--- src/rtl/spim_pkg.sv ---
`timescale 1ns/1ps
package spim_pkg;
    localparam int BYTE_W      = 8;
    localparam int DIV_EXP_MAX = 5;   // largest half-period exponent (divide by 64)

    typedef enum logic [1:0] {
        SEL_CTRL = 2'd0,
        SEL_STAT = 2'd1,
        SEL_DATA = 2'd2,
        SEL_NONE = 2'd3
    } reg_sel_e;

    // control register, bit 6 down to bit 0
    typedef struct packed {
        logic [2:0] div_code;
        logic       lsb_first;
        logic [1:0] mode;      // mode[1] idle level, mode[0] trailing-edge sampling
        logic       enable;
    } ctrl_t;

    function automatic logic [2:0] half_exp(input logic [2:0] code);
        return (code > 3'(DIV_EXP_MAX)) ? 3'(DIV_EXP_MAX) : code;
    endfunction
endpackage

--- src/rtl/spim_clkgen.sv ---
`timescale 1ns/1ps
module spim_clkgen
    import spim_pkg::*;
(
    input  logic       clk,
    input  logic       rst_n,
    input  logic       run,
    input  logic [2:0] code,
    output logic       tick
);
    localparam int CW = (DIV_EXP_MAX < 1) ? 1 : DIV_EXP_MAX;

    logic [CW-1:0] cnt_d, cnt_q, limit;

    always_comb begin
        limit = CW'((1 << half_exp(code)) - 1);
        tick  = run && (cnt_q == limit);
        cnt_d = (!run || tick) ? '0 : cnt_q + 1'b1;
    end

    always_ff @(posedge clk or negedge rst_n) begin
        if (!rst_n) cnt_q <= '0;
        else        cnt_q <= cnt_d;
    end

    // half period longer than one cycle: edges never come back to back
    p_tick_gap_r3: assert property (@(posedge clk) disable iff (!rst_n)
        (tick && limit != '0) |=> !tick);
endmodule

--- src/rtl/spim_shift.sv ---
`timescale 1ns/1ps
module spim_shift
    import spim_pkg::*;
#(
    parameter int W = BYTE_W
) (
    input  logic         clk,
    input  logic         rst_n,
    input  logic         start,
    input  logic [W-1:0] start_data,
    input  logic [1:0]   cfg_mode,
    input  logic         cfg_lsb,
    input  logic [2:0]   cfg_div,
    input  logic         live_cpol,
    input  logic         tick,
    input  logic         miso,
    output logic         busy,
    output logic         sck,
    output logic         mosi,
    output logic         done,
    output logic [W-1:0] rx_data,
    output logic [2:0]   div_code
);
    localparam int EW = $clog2(2 * W);
    localparam logic [EW-1:0] LAST = EW'(2 * W - 1);

    typedef struct packed {
        logic          busy;
        logic [EW-1:0] edg;
        logic          phase;
        logic          cpol;
        logic          cpha;
        logic          lsb;
        logic [2:0]    div;
        logic [W-1:0]  tx;
        logic [W-1:0]  rx;
        logic          mosi;
        logic          sck;
    } sh_t;

    sh_t  d, q;
    logic lead, smp, drv;

    function automatic logic out_bit(input logic [W-1:0] sr, input logic lsb);
        return lsb ? sr[0] : sr[W-1];
    endfunction

    function automatic logic [W-1:0] shift_out(input logic [W-1:0] sr, input logic lsb);
        return lsb ? (sr >> 1) : (sr << 1);
    endfunction

    function automatic logic [W-1:0] shift_in(input logic [W-1:0] sr, input logic lsb,
                                              input logic b);
        return lsb ? {b, sr[W-1:1]} : {sr[W-2:0], b};
    endfunction

    always_comb begin
        d    = q;
        done = 1'b0;
        lead = 1'b0;
        smp  = 1'b0;
        drv  = 1'b0;
        if (q.busy && tick) begin
            lead    = ~q.edg[0];
            smp     = lead ^ q.cpha;
            drv     = ~smp & ~(~q.cpha & (q.edg == LAST));
            d.phase = ~q.phase;
            d.edg   = q.edg + 1'b1;
            if (smp) d.rx = shift_in(q.rx, q.lsb, miso);
            if (drv) begin
                d.mosi = out_bit(q.tx, q.lsb);
                d.tx   = shift_out(q.tx, q.lsb);
            end
            if (q.edg == LAST) begin
                d.busy = 1'b0;
                done   = 1'b1;
            end
        end
        rx_data = d.rx;
        if (start) begin
            d.busy  = 1'b1;
            d.edg   = '0;
            d.phase = 1'b0;
            d.cpol  = cfg_mode[1];
            d.cpha  = cfg_mode[0];
            d.lsb   = cfg_lsb;
            d.div   = cfg_div;
            d.rx    = '0;
            d.tx    = start_data;
            if (!cfg_mode[0]) begin
                d.mosi = out_bit(start_data, cfg_lsb);
                d.tx   = shift_out(start_data, cfg_lsb);
            end
        end
        d.sck = d.busy ? (d.cpol ^ d.phase) : live_cpol;
    end

    always_ff @(posedge clk or negedge rst_n) begin
        if (!rst_n) q <= '0;
        else        q <= d;
    end

    assign busy     = q.busy;
    assign sck      = q.sck;
    assign mosi     = q.mosi;
    assign div_code = q.div;

    // idle with nothing starting: MOSI keeps its level
    p_mosi_hold_r10: assert property (@(posedge clk) disable iff (!rst_n)
        (!q.busy && !start) |=> $stable(q.mosi));

    // a transfer always ends with SCK back at its idle phase
    p_end_phase_r4: assert property (@(posedge clk) disable iff (!rst_n)
        done |=> (q.phase == 1'b0));
endmodule

--- src/rtl/spim_rxfifo.sv ---
`timescale 1ns/1ps
module spim_rxfifo #(
    parameter int W     = 8,
    parameter int DEPTH = 2
) (
    input  logic         clk,
    input  logic         rst_n,
    input  logic         push,
    input  logic [W-1:0] din,
    input  logic         pop,
    output logic [W-1:0] dout,
    output logic         empty,
    output logic         full
);
    localparam int PW = (DEPTH < 2) ? 1 : $clog2(DEPTH);
    localparam int CW = $clog2(DEPTH + 1);

    typedef struct packed {
        logic [PW-1:0] rp;
        logic [PW-1:0] wp;
        logic [CW-1:0] cnt;
    } fifo_t;

    fifo_t        d, q;
    logic [W-1:0] mem [DEPTH];
    logic         accept, take;

    function automatic logic [PW-1:0] nxt(input logic [PW-1:0] p);
        return (p == PW'(DEPTH - 1)) ? '0 : p + 1'b1;
    endfunction

    always_comb begin
        d      = q;
        take   = pop && (q.cnt != '0);
        accept = push && ((q.cnt != CW'(DEPTH)) || take);
        if (take)   d.rp = nxt(q.rp);
        if (accept) d.wp = nxt(q.wp);
        d.cnt = q.cnt + CW'(accept) - CW'(take);
    end

    always_ff @(posedge clk or negedge rst_n) begin
        if (!rst_n) q <= '0;
        else        q <= d;
    end

    always_ff @(posedge clk) begin
        if (accept) mem[q.wp] <= din;
    end

    assign dout  = mem[q.rp];
    assign empty = (q.cnt == '0);
    assign full  = (q.cnt == CW'(DEPTH));

    p_no_overflow_r9: assert property (@(posedge clk) disable iff (!rst_n)
        q.cnt <= CW'(DEPTH));

    p_drop_full_r9: assert property (@(posedge clk) disable iff (!rst_n)
        (full && push && !pop) |=> (full && $stable(q.wp) && $stable(q.rp)));

    p_empty_pop_r8: assert property (@(posedge clk) disable iff (!rst_n)
        (empty && pop && !push) |=> empty);
endmodule

--- src/rtl/spi_master_regs.sv ---
`timescale 1ns/1ps
module spi_master_regs
    import spim_pkg::*;
#(
    parameter int RX_DEPTH = 2
) (
    input  logic       clk,
    input  logic       rst_n,
    input  logic [1:0] reg_addr,
    input  logic       reg_wr,
    input  logic       reg_rd,
    input  logic [7:0] reg_wdata,
    output logic [7:0] reg_rdata,
    output logic       spi_sck,
    output logic       spi_mosi,
    input  logic       spi_miso
);
    typedef struct packed {
        ctrl_t      ctrl;
        logic [7:0] hold;
        logic       hold_v;
    } top_t;

    top_t       d, q;
    reg_sel_e   sel;
    logic       start, busy, done, pop, rx_empty, rx_full, tick;
    logic [7:0] rx_byte, rx_head;
    logic [2:0] div_code;
    logic       unused_wdata_msb;

    assign unused_wdata_msb = reg_wdata[7];

    always_comb begin
        sel   = reg_sel_e'(reg_addr);
        d     = q;
        start = q.ctrl.enable && q.hold_v && (!busy || done);
        pop   = reg_rd && (sel == SEL_DATA) && !rx_empty;
        if (start) d.hold_v = 1'b0;
        if (reg_wr && (sel == SEL_DATA) && (!q.hold_v || start)) begin
            d.hold   = reg_wdata;
            d.hold_v = 1'b1;
        end
        if (reg_wr && (sel == SEL_CTRL)) d.ctrl = ctrl_t'(reg_wdata[6:0]);
        case (sel)
            SEL_CTRL: reg_rdata = {1'b0, q.ctrl};
            SEL_STAT: reg_rdata = {5'b0, !rx_empty, q.hold_v, busy};
            SEL_DATA: reg_rdata = rx_head;
            default:  reg_rdata = 8'h00;
        endcase
    end

    always_ff @(posedge clk or negedge rst_n) begin
        if (!rst_n) q <= '0;
        else        q <= d;
    end

    spim_clkgen u_clk (
        .clk   (clk),
        .rst_n (rst_n),
        .run   (busy),
        .code  (div_code),
        .tick  (tick)
    );

    spim_shift #(.W(BYTE_W)) u_shift (
        .clk        (clk),
        .rst_n      (rst_n),
        .start      (start),
        .start_data (q.hold),
        .cfg_mode   (q.ctrl.mode),
        .cfg_lsb    (q.ctrl.lsb_first),
        .cfg_div    (q.ctrl.div_code),
        .live_cpol  (q.ctrl.mode[1]),
        .tick       (tick),
        .miso       (spi_miso),
        .busy       (busy),
        .sck        (spi_sck),
        .mosi       (spi_mosi),
        .done       (done),
        .rx_data    (rx_byte),
        .div_code   (div_code)
    );

    spim_rxfifo #(.W(BYTE_W), .DEPTH(RX_DEPTH)) u_rx (
        .clk   (clk),
        .rst_n (rst_n),
        .push  (done),
        .din   (rx_byte),
        .pop   (pop),
        .dout  (rx_head),
        .empty (rx_empty),
        .full  (rx_full)
    );

    p_idle_sck_r4: assert property (@(posedge clk) disable iff (!rst_n)
        (!busy && $past(!busy) && $stable(q.ctrl.mode)) |-> (spi_sck == q.ctrl.mode[1]));

    p_no_start_disabled_r6: assert property (@(posedge clk) disable iff (!rst_n)
        (!q.ctrl.enable && !busy) |=> !busy);

    p_queue_kept_r7: assert property (@(posedge clk) disable iff (!rst_n)
        (q.hold_v && busy && !done) |=> q.hold_v);

    p_pop_with_full_r11: assert property (@(posedge clk) disable iff (!rst_n)
        (rx_full && done && pop) |=> !rx_empty);
endmodule

--- config.mk ---
export PLATFORM = sky130hd
export DESIGN_NAME = spi_master_regs
export DESIGN_NICKNAME = d
export VERILOG_FILES = /design/src/rtl/spim_pkg.sv /design/src/rtl/spim_clkgen.sv /design/src/rtl/spim_shift.sv /design/src/rtl/spim_rxfifo.sv /design/src/rtl/spi_master_regs.sv
export SDC_FILE = /design/constraint.sdc
export NUM_CORES = 1
export LEC_CHECK = 0
export ABC_AREA = 1
export CAP_MARGIN = 15
export CORE_MARGIN = 2
export CORE_UTILIZATION = 63
export CTS_CLUSTER_DIAMETER = 200
export CTS_CLUSTER_SIZE = 24
export DETAILED_ROUTE_END_ITERATION = 8
export DONT_BUFFER_PORTS = 1
export GPL_ROUTABILITY_DRIVEN = 0
export GPL_TIMING_DRIVEN = 0
export PLACE_DENSITY = 0.79
export SYNTH_ARGS = -nofsm -noshare
export SYNTH_HDL_FRONTEND = slang
export SYNTH_SLANG_ARGS = --single-unit
--- constraint.sdc ---
create_clock -name clk -period 3.4 [get_ports clk]
set_input_delay 0.34 -clock clk [delete_from_list [all_inputs] [get_ports clk]]
set_output_delay 0.34 -clock clk [all_outputs]
set_load 0.005 [all_outputs]
**Yosys cells after proc, flatten, opt, wreduce, memory -nomap -nowiden**

Memories as Yosys holds them, arrays and structs flattened.
Cells that the tools add are included.

- Bits in read-only memories: 0
- Bits in writable memories: 16
- Register bits: 55
- Bits in latches: 0
- Memories: 1
- Logic and storage cells: 96

- Multiplexer cells: 26
- Shift-type cells: 1
- Equality and inequality tests: 5
- Bitwise operators: 9
- Add/subtract/negate cells: 7
- Reductions and logical operators: 25
- $lt $le $gt $ge: 1
- Divide/modulo/power cells: 0
- Multipliers: 0

Memory list:

| name | words | bits a word | read ports | clocked after Yosys merged registers in | wr ports | line | text |
|---|---|---|---|---|---|---|---|
| u_rx.mem | 2 | 8 | 1 | 0 | 1 | spim_rxfifo.sv:25 | `logic [W-1:0] mem [DEPTH];` |

Operators by type and width:

| kind | number |
|---|---|
| two-way mux 8 bit | 6 |
| two-way mux 29 bit | 1 |
| one-hot mux 8 bit (3 select lines) | 1 |
| two-way mux 17 bit | 1 |
| two-way mux 1 bit | 14 |
| logical AND 1 bit | 11 |
| nonzero test 2 bit | 4 |
| two-way mux 6 bit | 1 |
| adder 5 x 1 -> 5 bit, second input constant | 1 |
| == test 5 bit | 1 |
| two-way mux 5 bit | 1 |
| inverter 1 bit | 5 |
| << shifter 1 x 3 -> 5 bit, first input constant | 1 |
| subtractor 5 x 2 -> 5 bit, second input constant | 1 |
| adder 4 x 1 -> 4 bit, second input constant | 1 |
| == test 4 bit, second input constant | 1 |
| logical NOT 2 bit | 2 |
| logical OR 1 bit | 4 |
| > comparator 3 bit, second input constant | 1 |
| logical NOT 1 bit | 3 |
| two-way mux 3 bit | 1 |
| adder 1 bit, second input constant | 2 |
| adder 2 x 1 -> 2 bit | 1 |
| bitwise AND 1 bit | 2 |
| other kinds (6) | 7 |

**Logic depth before layout (Yosys ltp)**

Gate-level depths: netlist of the first run.

- Depth in word-level cells: 13
- Gate-level depth with buffers: 18

**Cells and area by module**

A second synthesis of the first run with hierarchy kept.

- Cell total of the unflattened synthesis: 488
- Area, all modules: 3,860.0 um2

Modules (own cells, without submodules):

| module | instances | cells an instance | seq. area each (um2) | area an instance (um2) |
|---|---|---|---|---|
| spim_shift | 1 | 257 | 750.7 | 1,885.6 |
| spim_rxfifo | 1 | 79 | 580.6 | 820.8 |
| spi_master_regs | 1 | 100 | 400.4 | 814.5 |
| spim_clkgen | 1 | 52 | 125.1 | 339.1 |

**Worst setup path after synthesis of the first run**

No wires, ideal clock.

- Kind: register to register
- Start point: reg u_shift.q, in the netlist u_shift.div_code[1]
- End point: mem u_rx.mem[1][0] (enable)
- Arrival: 2.043 ns
- Period minus slack after synthesis: 2.414 ns
- Buffers on the path: 0
- Cell stages (with the launch flop): 13
- Setup slack: 0.986 ns
- Setup time: 0.370 ns
- Cell sequence: dfrtp_1 > nor2_1 > nand2_1 > ha_1 > nand2_1 > inv_1 > nor2_1 > nand2_1 > nor2_2 > nand3_2 > clkinv_2 > nand3_1 > nor2_1

- Cells in the longest elaborated chain, start to end: 11

RTL lines:

| what | line | text |
|---|---|---|
| from (decl) | spim_shift.sv:41 | `sh_t d, q;` |
| from (signal assigned) | spim_shift.sv:99 | `if (!rst_n) q <= '0;` |
| from (signal assigned) | spim_shift.sv:100 | `else q <= d;` |
| > comparator 3 bit | spim_pkg.sv:22 | `return (code > 3'(DIV_EXP_MAX)) ? 3'(DIV_EXP_MAX) : code;` |
| two-way mux 3 bit * | spim_pkg.sv:22 |  |
| << shifter 1 x 3 -> 5 bit * | spim_clkgen.sv:16 | `limit = CW'((1 << half_exp(code)) - 1);` |
| subtractor 5 x 2 -> 5 bit * | spim_clkgen.sv:16 |  |
| == test 5 bit * | spim_clkgen.sv:17 | `tick = run && (cnt_q == limit);` |
| logical AND 1 bit * | spim_clkgen.sv:17 |  |
| logical AND 1 bit * | spim_shift.sv:63 | `if (q.busy && tick) begin` |
| two-way mux 1 bit * | spim_shift.sv:63 |  |
| logical AND 1 bit * | spim_rxfifo.sv:35 | `accept = push && ((q.cnt != CW'(DEPTH)) \|\| take);` |
| two-way mux 1 bit * | spim_rxfifo.sv:47 | `if (accept) mem[q.wp] <= din;` |
| two-way mux 1 bit (not written as such) * | spim_rxfifo.sv:47 |  |
| to (decl) | spim_rxfifo.sv:25 |  |

Mark *: on every way between the ends. The rest lies on a longest branch, timed or not.

**Worst setup path in the final report of the first run**

- Start point: reg u_shift.q, in the netlist u_shift.div_code[1]
- End point: mem u_rx.mem[1][3] (enable)

The elaborated chain is that of the path after synthesis.

==> impl_metrics.yaml, run 1 <==
outcome:
  run_status: "finished, final reports clean"
clock_network:
  clock-sinks: 71
  insertion_delay_ns: 0.35
  clock_path_buffers: 2
  clock_tree.htree_level_count: 3
  cts-buffers-inserted: 9
  cts-root-buf: "clkbuf_8"
  clock_slew_at_reported_path_ffs_ns: 0.07
  tritoncts_clock_tree: "yes"
logic_synthesis:
  synth_cell_type_count: 32
  synth-seq-area-share_pct: 50.8
  synthesis.area_per_instance_sq_um: 8.23
  synth_enable_flop_cells: 16
  yosysWarnings: 0
  synthCells: 444
  ys_async_sr_fraction_pct: 77.5
  syn_nets: 464
  cell_area_after_synthesis_sq_um: 3650
  yosys_register_bits: 71
  synthFlopType: "dfrtp_1"
die:
  floorplan.io_pins: 25
  dieArea_sq_um: 6420
  num_rows: 27
  die_y_um: 80.2
  design.core.area_sq_um: 5540
  die_x_um: 80.2
  start_util_pct: 65.9
cells_and_area:
  layout.nets: 477
  syn2layout_area_growth_pct: 9.93
  finish.utilization_pct: 72.5
  seq_area_sq_um: 1860
  drive_above_1_share_pct: 10.2
  fill_cells: 442
  antenna_cells: 0
  multi_input_comb_area_sq_um: 1470
setup_path:
  crit_type: "register to register"
  worst-path-buf-inv: 2
  worstPathCellList: "nor2_1 -> nand2_1 -> ha_1 -> nand2_1 -> inv_1 -> nor2_1 -> nand2_1 -> nor2_2 -> nand3_2 -> clkinv_2 -> nand3_1 -> nor2_1"
  critPathMaxStageDelay_ns: 0.58
  worst-endpoint-arrival_ns: 2.80
  cp.depth: 12
  worstPathMaxFanout: 9
  endpoint_kind: "register"
  required_ns: 3.38
  crit_path_top_delay_cell: "nor2_1"
  timing.critical_path.from_type: "register"
  rr_worst_depth: 12
  critical_path.top_delay_family: "simple AND/OR/NAND/NOR gates"
route:
  num_vias: 2991
  detail_route.vias_per_cell: 5.60
  detailedRoute.firstIterationViolations: 202
  route.detailed.drc: 0
  drt_wl_total_um: 7760
  drtPass1Iterations: 5
  final_antenna_net_count: 0
  wl_per_cell_um: 14.5
power_and_ir_drop:
  cellLeakagePower_nw: 1.92
  fin_total_pwr_mw: 3.82
  peak_ir_drop_on_the_vdd_network_uv: 621
  power_density_nw_per_um2: 952
grt:
  grt_max_degree: 56
  grt_pass1_wl_um: 13400
  use_met1_pct: 36.7
  overflow: 0
  met2_use_gr_pct: 43.8
  grt_use_total_pct: 27.6
  first_global_vias: 2852
  met3_track_demand_over_resource_pct: 4.72
  grt_antenna_before_repair: 0
  global_route.peak_usage_layer: "met2"
timing:
  fin_setup_tns_ns: 0
  fmax_ghz: 0.355
  rsz0062_at_grt: "false"
  finalCritPeriodShare_pct: 82.8
  min_period_ns: 2.81
  number_of_max_slew_violations_in_the_final_report: 0
  hold_viol: 0
  slew-limit-headroom_pct: 50.4
  finalSetupViolCount: 0
  transition_at_the_pin_with_the_smallest_max_transition_slack_ns: 0.741
  fin_skew_ns: 0.00918
hold_path:
  timing.hold.worst_path_depth: 2
  min-delay-path-class: "primary input to register"
flow_run:
  drv.max_cap_violation_count: 0
placed_design:
  port-buffer-count: 0
  post-dp-hpwl_um: 5510
## synth_stat cells, types with 2 or more instances
library cell	instances	area [sq um]
inv_1	56	210
nor2_1	33	124
o21ai_1	8	40.0
o21ai_0	48	240
xor2_1	5	43.8
a31oi_1	7	43.8
nor2_2	2	12.5
o211ai_1	3	22.5
buf_6	4	45.0
inv_2	3	11.3
ha_1	5	62.6
nand2_1	126	473
dfrtp_1	55	1380
a21oi_1	7	35.0
nor3_1	2	10.0
nand2_4	2	22.5
clkbuf_1	9	33.8
edfxtp_1	16	480
nand2_2	4	25.0
o21ai_2	10	87.6
nand3_1	20	100
xnor2_1	5	43.8
o22ai_1	4	25.0
buf_4	2	15.0
## sequential cells by signal (all words and copies together), names as in the netlist
register          cells
u_rx.mem             16
q                    16
u_shift.div_code      3
u_shift.mosi          1
u_shift.q            24
u_rx.q                4
u_clk.cnt_q           5
u_shift.sck           1
u_shift.busy          1
## where the power goes
| part | internal (mW) | leakage [nW] | switching [mW] |
|---|---|---|---|
| Clock | 0.482 | 0.117 | 0.316 |
| Combinational | 0.572 | 0.973 | 1.05 |
| Sequential | 1.18 | 0.830 | 0.228 |
## cells in the final DEF, fill, tap and decap left out, types with 2 or more instances in the layout
| cell | n |
|---|---|
| clkbuf_8 | 9 |
| nor2_2 | 2 |
| inv_1 | 56 |
| nor2_1 | 33 |
| buf_4 | 2 |
| edfxtp_1 | 16 |
| o21ai_1 | 8 |
| bufinv_16 | 3 |
| xnor2_1 | 5 |
| nand2_4 | 2 |
| nand3_1 | 20 |
| o211ai_1 | 3 |
| clkinv_2 | 3 |
| buf_6 | 4 |
| nor3_1 | 2 |
| nand2_2 | 4 |
| o21ai_2 | 10 |
| o21ai_0 | 48 |
| o22ai_1 | 4 |
| ha_1 | 5 |
| a31oi_1 | 7 |
| xor2_1 | 5 |
| clkbuf_1 | 9 |
| nand2_1 | 126 |
| a21oi_1 | 7 |
| dfrtp_1 | 55 |
| inv_2 | 3 |
## through the flow
step	setup slack [ns]	cells	hold WS [ns]	cell area, sq um
6_report	0.586	534	0.125	4020
5_1_grt	0.323	534	0.138	4020
4_1_cts	0.560	534	0.124	4020
3_5_place_dp	0.580	516	0.0460	3740
3_3_place_gp	0.611	516	0.0458	3740
2_1_floorplan	0.986	444	0.0444	3650
## kinds of logic after synthesis
kind of cell               Yosys count  synth area share, %
AOI/OAI and AO/OA                   88                 13.8
buffers and inverters               76                 8.90
muxes                                1                0.274
and+or+nand+nor                    193                 22.1
DFF                                 71                 50.8
xor gates and xnor gates            10                 2.40
adders and majority gates            5                 1.71
## final timing paths
| check | from | endpoint | slack [ns] |
|---|---|---|---|
| min in group asynchronous | rst_n | u_shift.q[26] | 0.51 |
| worst max register to register | u_shift.div_code[1] | u_rx.mem[1][3] | 0.59 |
| worst min-delay path | reg_wdata[7] | q[8] | 0.12 |
| worst min register to register | q[13] | q[13] | 0.52 |
| max in group asynchronous | rst_n | u_shift.q[6] | 2.65 |
| worst max-delay path | u_shift.div_code[1] | u_rx.mem[1][3] | 0.59 |
## metal layers
layer  vias up  share of wire [%]
met4         0                2.8
met2        99                 47
li1       1453                  -
met1      1421                 44
met5         -                  0
met3        18                5.9
## cell type report
type,count,share of cell area [%]
repair buffers,2,0.935
well taps,72,2.24
plain buffers,16,2.46
clock buffers,9,3.08
multi-input cells,297,36.6
clock inverters,7,2.77
flip-flops and latches,71,46.2
inverters,60,5.64
## repair_timing
action                                 4_1_cts  5_1_grt
hold buffers                                 2        0
endpoints found under the hold margin       55        0
gates resized for setup                      0        0
buffers inserted                             0        0
Note: power is estimated with default switching activity, not from simulation.
==> inputs of run 2 (changes only) <==
--- a/config.mk
+++ b/config.mk
@@ -8,14 +8,14 @@
 export ABC_AREA = 1
 export CAP_MARGIN = 15
 export CORE_MARGIN = 2
-export CORE_UTILIZATION = 63
+export CORE_UTILIZATION = 57
 export CTS_CLUSTER_DIAMETER = 200
 export CTS_CLUSTER_SIZE = 24
 export DETAILED_ROUTE_END_ITERATION = 8
 export DONT_BUFFER_PORTS = 1
 export GPL_ROUTABILITY_DRIVEN = 0
 export GPL_TIMING_DRIVEN = 0
-export PLACE_DENSITY = 0.79
+export PLACE_DENSITY = 0.75
 export SYNTH_ARGS = -nofsm -noshare
 export SYNTH_HDL_FRONTEND = slang
 export SYNTH_SLANG_ARGS = --single-unit
==> constraint.sdc (replaced) <==
create_clock -name clk -period 2.55 [get_ports clk]
set_input_delay 0.255 -clock clk [delete_from_list [all_inputs] [get_ports clk]]
set_output_delay 0.255 -clock clk [all_outputs]
set_load 0.005 [all_outputs]
==> impl_metrics.yaml, run 2 (synthesis gave the netlist of run 1 again) <==
outcome:
  run_status: "finished, final reports clean"
cells_and_area:
  layout.nets: 477
  layout.cell_area.non_filler_sq_um: 4040
  syn2layout_area_growth_pct: 10.5
  largest_reg_flops: 24
  layout.cells.most_common: "nand2_1"
  biggestRegsByFlops: "u_shift.q x24, q x16, u_rx.mem x16"
  largest_register: "u_shift.q"
  antenna_cells: 0
  finalNonFillerCells: 539
  final_cell_mix: "nand2_1 (126), inv_1 (56), dfrtp_1 (54), o21ai_0 (48), nor2_1 (31)"
  drive_above_1_share_pct: 10.8
die:
  die_y_um: 84.1
  floorplan.io_pins: 25
  die_x_um: 84.1
  start_util_pct: 58.2
  num_rows: 29
  dieArea_sq_um: 7070
  design.core.area_sq_um: 6280
route:
  wl_per_cell_um: 13.5
  detail_route.vias_per_cell: 5.34
  num_vias: 2880
  detailedRoute.firstIterationViolations: 185
  drtPass1Iterations: 4
  final_antenna_net_count: 0
  route.detailed.drc: 0
  drt_wl_total_um: 7300
flow_run:
  drv.max_cap_violation_count: 0
timing:
  finalCritPeriodShare_pct: 94.8
  transition_at_the_pin_with_the_smallest_max_transition_slack_ns: 0.717
  fmax_ghz: 0.414
  min_period_ns: 2.42
  fin_skew_ns: 0.00976
  hold_viol: 0
  number_of_max_slew_violations_in_the_final_report: 0
  finalSetupViolCount: 0
  slew-limit-headroom_pct: 52.0
  setup_slack_ns: 0.133
clock_network:
  insertion_delay_ns: 0.35
  clock_path_buffers: 2
  clock_slew_at_reported_path_ffs_ns: 0.07
  clock_tree.htree_level_count: 3
  cts-buffers-inserted: 9
  tritoncts_clock_tree: "yes"
  clock-sinks: 71
  cts-root-buf: "clkbuf_8"
  cts_post_setup_buffers_inserted: 0
placed_design:
  dp_worst_setup_slack_ns: -0.281
  port-buffer-count: 0
  post-dp-hpwl_um: 5310
  place_area_sq_um: 3750
  numPlacedInstances: 521
grt:
  grt_pass1_wl_um: 12400
  grt_use_total_pct: 22.8
  first_global_vias: 2626
  overflow: 0
  grt_max_degree: 56
  grt_antenna_before_repair: 0
setup_path:
  required_ns: 2.63
  endpoint_kind: "register"
  timing.critical_path.from_type: "register"
  worst-endpoint-arrival_ns: 2.50
  critPathMaxStageDelay_ns: 0.44
  worstPathMaxFanout: 10
  crit_path_top_delay_cell: "dfrtp_2"
  crit_type: "register to register"
  worstPathCellList: "nor2_1 -> nand2_1 -> ha_1 -> nand2_1 -> inv_1 -> nor2_1 -> nand2_1 -> nor2_4 -> nand3_2 -> clkinv_4 -> nand2_2 -> buf_6 -> nand2_1 -> o21ai_1"
  timing.critical_path.mode_cell: "nand2_1"
power_and_ir_drop:
  fin_total_pwr_mw: 4.99
  power_density_nw_per_um2: 1240
  peak_ir_drop_on_the_vdd_network_uv: 606
  cellLeakagePower_nw: 1.91
hold_path:
  min-delay-path-class: "primary input to register"
==> run 2: cell type report <==
| type | instances | area [sq um] |
|---|---|---|
| buffer | 16 | 103 |
| timing repair buffer | 2 | 37.5 |
| tap | 77 | 96.3 |
| fill | 541 | 2240 |
| clock buffer | 12 | 156 |
| inverter | 60 | 230 |
| sequential | 71 | 1860 |
| clock inverter | 4 | 52.6 |
| multi-input combinational | 297 | 1500 |
==> run 2: where the power goes <==
part	total, mW	switching, mW	internal, mW
logic	2.19	1.40	0.787
registers	1.88	0.308	1.58
clock network	0.924	0.411	0.513
==> run 2: repair_timing <==
item,CTS,global route
setup endpoints to repair,16,40
pin swaps,1,1
hold buffers,2,0
gates resized for setup,5,6
endpoints found under the hold margin,55,0
==> run 2: metrics by stage <==
| stage | hold WS, ns | util, % | setup TNS, ns |
|---|---|---|---|
| detailed placement | -0.0387 | 59.7 | -4.28 |
| floorplan | -0.0406 | - | 0 |
| finish | 0.0399 | 64.3 | 0 |
| CTS | 0.0279 | 64.0 | 0 |
| global route | 0.0118 | 64.3 | -0.000986 |
| global placement | -0.0388 | 59.7 | -3.29 |
==> run 2: path summary, 6_finish.rpt <==
| path | startpoint | end | slack (ns) | depth (start not counted) |
|---|---|---|---|---|
| setup / recovery | u_shift.div_code[1] | u_rx.mem[0][2] | 0.13 | 14 |
| hold / removal | reg_wdata[7] | q[8] | 0.04 | 2 |
| setup reg to reg | u_shift.div_code[1] | u_rx.mem[0][2] | 0.13 | 14 |
| hold reg to reg | q[14] | q[14] | 0.49 | 2 |
| max in group asynchronous | rst_n | u_shift.div_code[1] | 1.85 | 2 |
| min in group asynchronous | rst_n | u_shift.q[28] | 0.43 | 2 |
==> run 2: worst max-delay path, delay by kind of cell, from the launching register on <==
kind / cells / cell delay [ns]
buffers and inverters: 3 / 0.33
adder cells (fa/ha/maj): 1 / 0.31
AO/OA/AOI/OAI: 1 / 0.10
AND/OR/NAND/NOR: 9 / 0.95
flip-flops: 1 / 0.44
==> run 2: per-layer routing <==
metal | vias up | wire (um) | global-route usage (%)
met4 | 0 | 112 | 8.36
met2 | 68 | 3530 | 34.3
met5 | - | 0 | 0
met1 | 1346 | 3220 | 30.1
met3 | 12 | 441 | 8.61
li1 | 1454 | - | -
==> inputs of run 3 (changes only) <==
--- a/config.mk
+++ b/config.mk
@@ -5,7 +5,6 @@
 export SDC_FILE = /design/constraint.sdc
 export NUM_CORES = 1
 export LEC_CHECK = 0
-export ABC_AREA = 1
 export CAP_MARGIN = 15
 export CORE_MARGIN = 2
 export CORE_UTILIZATION = 57
==> impl_metrics.yaml, run 3 <==
logic_synthesis:
  syn_nets: 337
  synthCells: 317
  synthFlopType: "dfrtp_1"
  synth_enable_flop_cells: 16
  synth_cell_type_count: 44
  ys_async_sr_fraction_pct: 77.5
  synth_top_cells_by_area: "dfrtp_1 (38%), edfxtp_1 (13%), mux2i_1 (9.1%), mux2_2 (5.6%), mux2_4 (3.3%)"
  synth_most_common_cell: "dfrtp_1"
  yosysTopAreaCellShare_pct: 37.8
  synthesis.area_per_instance_sq_um: 11.5
  yosys_register_bits: 71
  synth-seq-area-share_pct: 51.0
  synth_largest_area_cell: "dfrtp_1"
  synth.top_cells.by_count: "dfrtp_1 (55), mux2i_1 (33), nand2_1 (30)"
  yosysWarnings: 0
  cell_area_after_synthesis_sq_um: 3640
clock_network:
  cts-root-buf: "clkbuf_8"
  clock_tree.htree_level_count: 3
  clock_path_buffers: 2
  cts-buffers-inserted: 9
  tritoncts_clock_tree: "yes"
  clock-sinks: 71
  insertion_delay_ns: 0.35
  clock_slew_at_reported_path_ffs_ns: 0.08
timing:
  hold_slack_ns: 0.0254
  finalSetupViolCount: 46
  slew-limit-headroom_pct: 27.9
  hold_viol: 0
  rsz0062_at_grt: "true"
  finalCritPeriodShare_pct: 104
  min_period_ns: 2.65
  setup_slack_ns: -0.101
  transition_at_the_pin_with_the_smallest_max_transition_slack_ns: 1.08
  fin_skew_ns: 0.00894
  number_of_max_slew_violations_in_the_final_report: 0
  fin_setup_tns_ns: -2.47
  fmax_ghz: 0.377
route:
  final_antenna_net_count: 0
  wl_per_cell_um: 19.4
  num_vias: 2588
  detail_route.vias_per_cell: 5.92
  drtPass1Iterations: 4
  detailedRoute.firstIterationViolations: 164
  route.detailed.drc: 0
  drt_wl_total_um: 8490
die:
  floorplan.io_pins: 25
  dieArea_sq_um: 7040
  design.core.area_sq_um: 6280
  num_rows: 29
  start_util_pct: 57.9
  die_y_um: 83.9
  die_x_um: 83.9
hold_path:
  min-delay-path-class: "primary input to register"
  timing.hold.worst_path_depth: 2
setup_path:
  worst-endpoint-arrival_ns: 2.83
  crit_type: "register to register"
  required_ns: 2.73
  rr_worst_depth: 10
  timing.critical_path.from_type: "register"
  endpoint_kind: "register"
  worstPathMaxFanout: 7
outcome:
  run_status: "complete, but fails checks"
  violations_in_the_final_reports: "setup timing"
cells_and_area:
  finalNonFillerCells: 437
  syn2layout_area_growth_pct: 24.9
  largest_reg_flops: 24
  antenna_cells: 0
  layout.nets: 375
  biggestRegsByFlops: "u_shift.q x24, q x16, u_rx.mem x16"
  layout.cells.most_common: "dfrtp_1"
  largest_register: "u_shift.q"
  final_cell_mix: "dfrtp_1 (54), mux2i_1 (33), nand2_1 (28), nor2_1 (19)"
  layout.cell_area.non_filler_sq_um: 4540
  finish.utilization_pct: 72.4
  drive_above_1_share_pct: 34.2
grt:
  grt_pass1_wl_um: 13400
  first_global_vias: 2630
  grt_antenna_before_repair: 0
  grt_max_degree: 56
  grt_use_total_pct: 24.5
  overflow: 0
flow_run:
  drv.max_cap_violation_count: 0
placed_design:
  place_area_sq_um: 3790
  port-buffer-count: 0
  dp_worst_setup_slack_ns: -0.299
  post-dp-hpwl_um: 5060
  numPlacedInstances: 394
power_and_ir_drop:
  fin_total_pwr_mw: 5.99
  power_density_nw_per_um2: 1320
  peak_ir_drop_on_the_vdd_network_uv: 1320
  cellLeakagePower_nw: 1.88
run 3: cell types whose count changed after synthesis, moves of 6 or more:
cell,change
nand3_1,-13
a31oi_1,-6
nor2b_1,+6
inv_1,-52
o21ai_1,-8
o21ai_0,-25
mux2_2,+18
mux2_4,+8
nor2_1,-7
o21ai_2,-10
mux2i_1,+32
a211oi_1,+8
nand2_1,-96
run 3: metal layers:
layer | global-route usage (%) | vias up | share of wire (%)
li1 | - | 1211 | -
met1 | 32.4 | 1279 | 42
met2 | 38.5 | 84 | 49
met3 | 6.33 | 14 | 6.8
met4 | 9.97 | 0 | 2.3
met5 | 0 | - | 0
run 3: path summary, 6_finish.rpt:
path / startpoint / to / slack (ns)
setup / recovery: u_shift.div_code[1] / u_rx.mem[1][4] / -0.10
hold / removal: reg_wdata[0] / q[9] / 0.03
setup reg to reg: u_shift.div_code[1] / u_rx.mem[1][4] / -0.10
hold reg to reg: u_rx.q[1] / u_rx.q[1] / 0.53
max in group asynchronous: rst_n / u_shift.div_code[0] / 1.86
min in group asynchronous: rst_n / u_shift.q[28] / 0.44
run 3: cells by family after synthesis:
logic type / Yosys count / share of synthesized area, %
simple gates: 85 / 11.5
flops: 71 / 51.0
mux: 59 / 18.0
compound gates: 58 / 10.9
buf+inv: 22 / 2.82
xor+xnor: 17 / 4.09
fa+ha+maj: 5 / 1.72
run 3: area by class of cell:
class	count	area, sq um
multi-input cells	224	1980
flip-flops and latches	71	1860
fillers	407	1740
repair buffers	28	287
clock buffers	13	169
plain buffers	17	118
well taps	77	96.3
clock inverters	3	17.5
inverters	4	15.0
run 3: what timing repair did:
item | CTS | global route
buffers inserted | 16 | 9
gates resized for setup | 50 | 34
pin swaps | 15 | 11
hold endpoints to repair | 55 | 0
endpoints found under the setup margin | 66 | 71
hold buffers | 2 | 0
cloned | 1 | 0
run 3: report_power, final:
group / switching (mW) / internal [mW]
combinational: 1.58 / 1.57
clock: 0.414 / 0.430
sequential: 0.409 / 1.60
total: 2.40 / 3.60
run 3: worst max-delay path, cell delays in order (launching register included):
cell      delay (ns)
dfrtp_1         0.43
or3_4           0.41
ha_4            0.30
xor2_4          0.19
nand3_2         0.12
a211oi_4        0.29
nor3b_4         0.25
buf_6           0.15
buf_12          0.14
nor2_4          0.04
a21oi_2         0.16
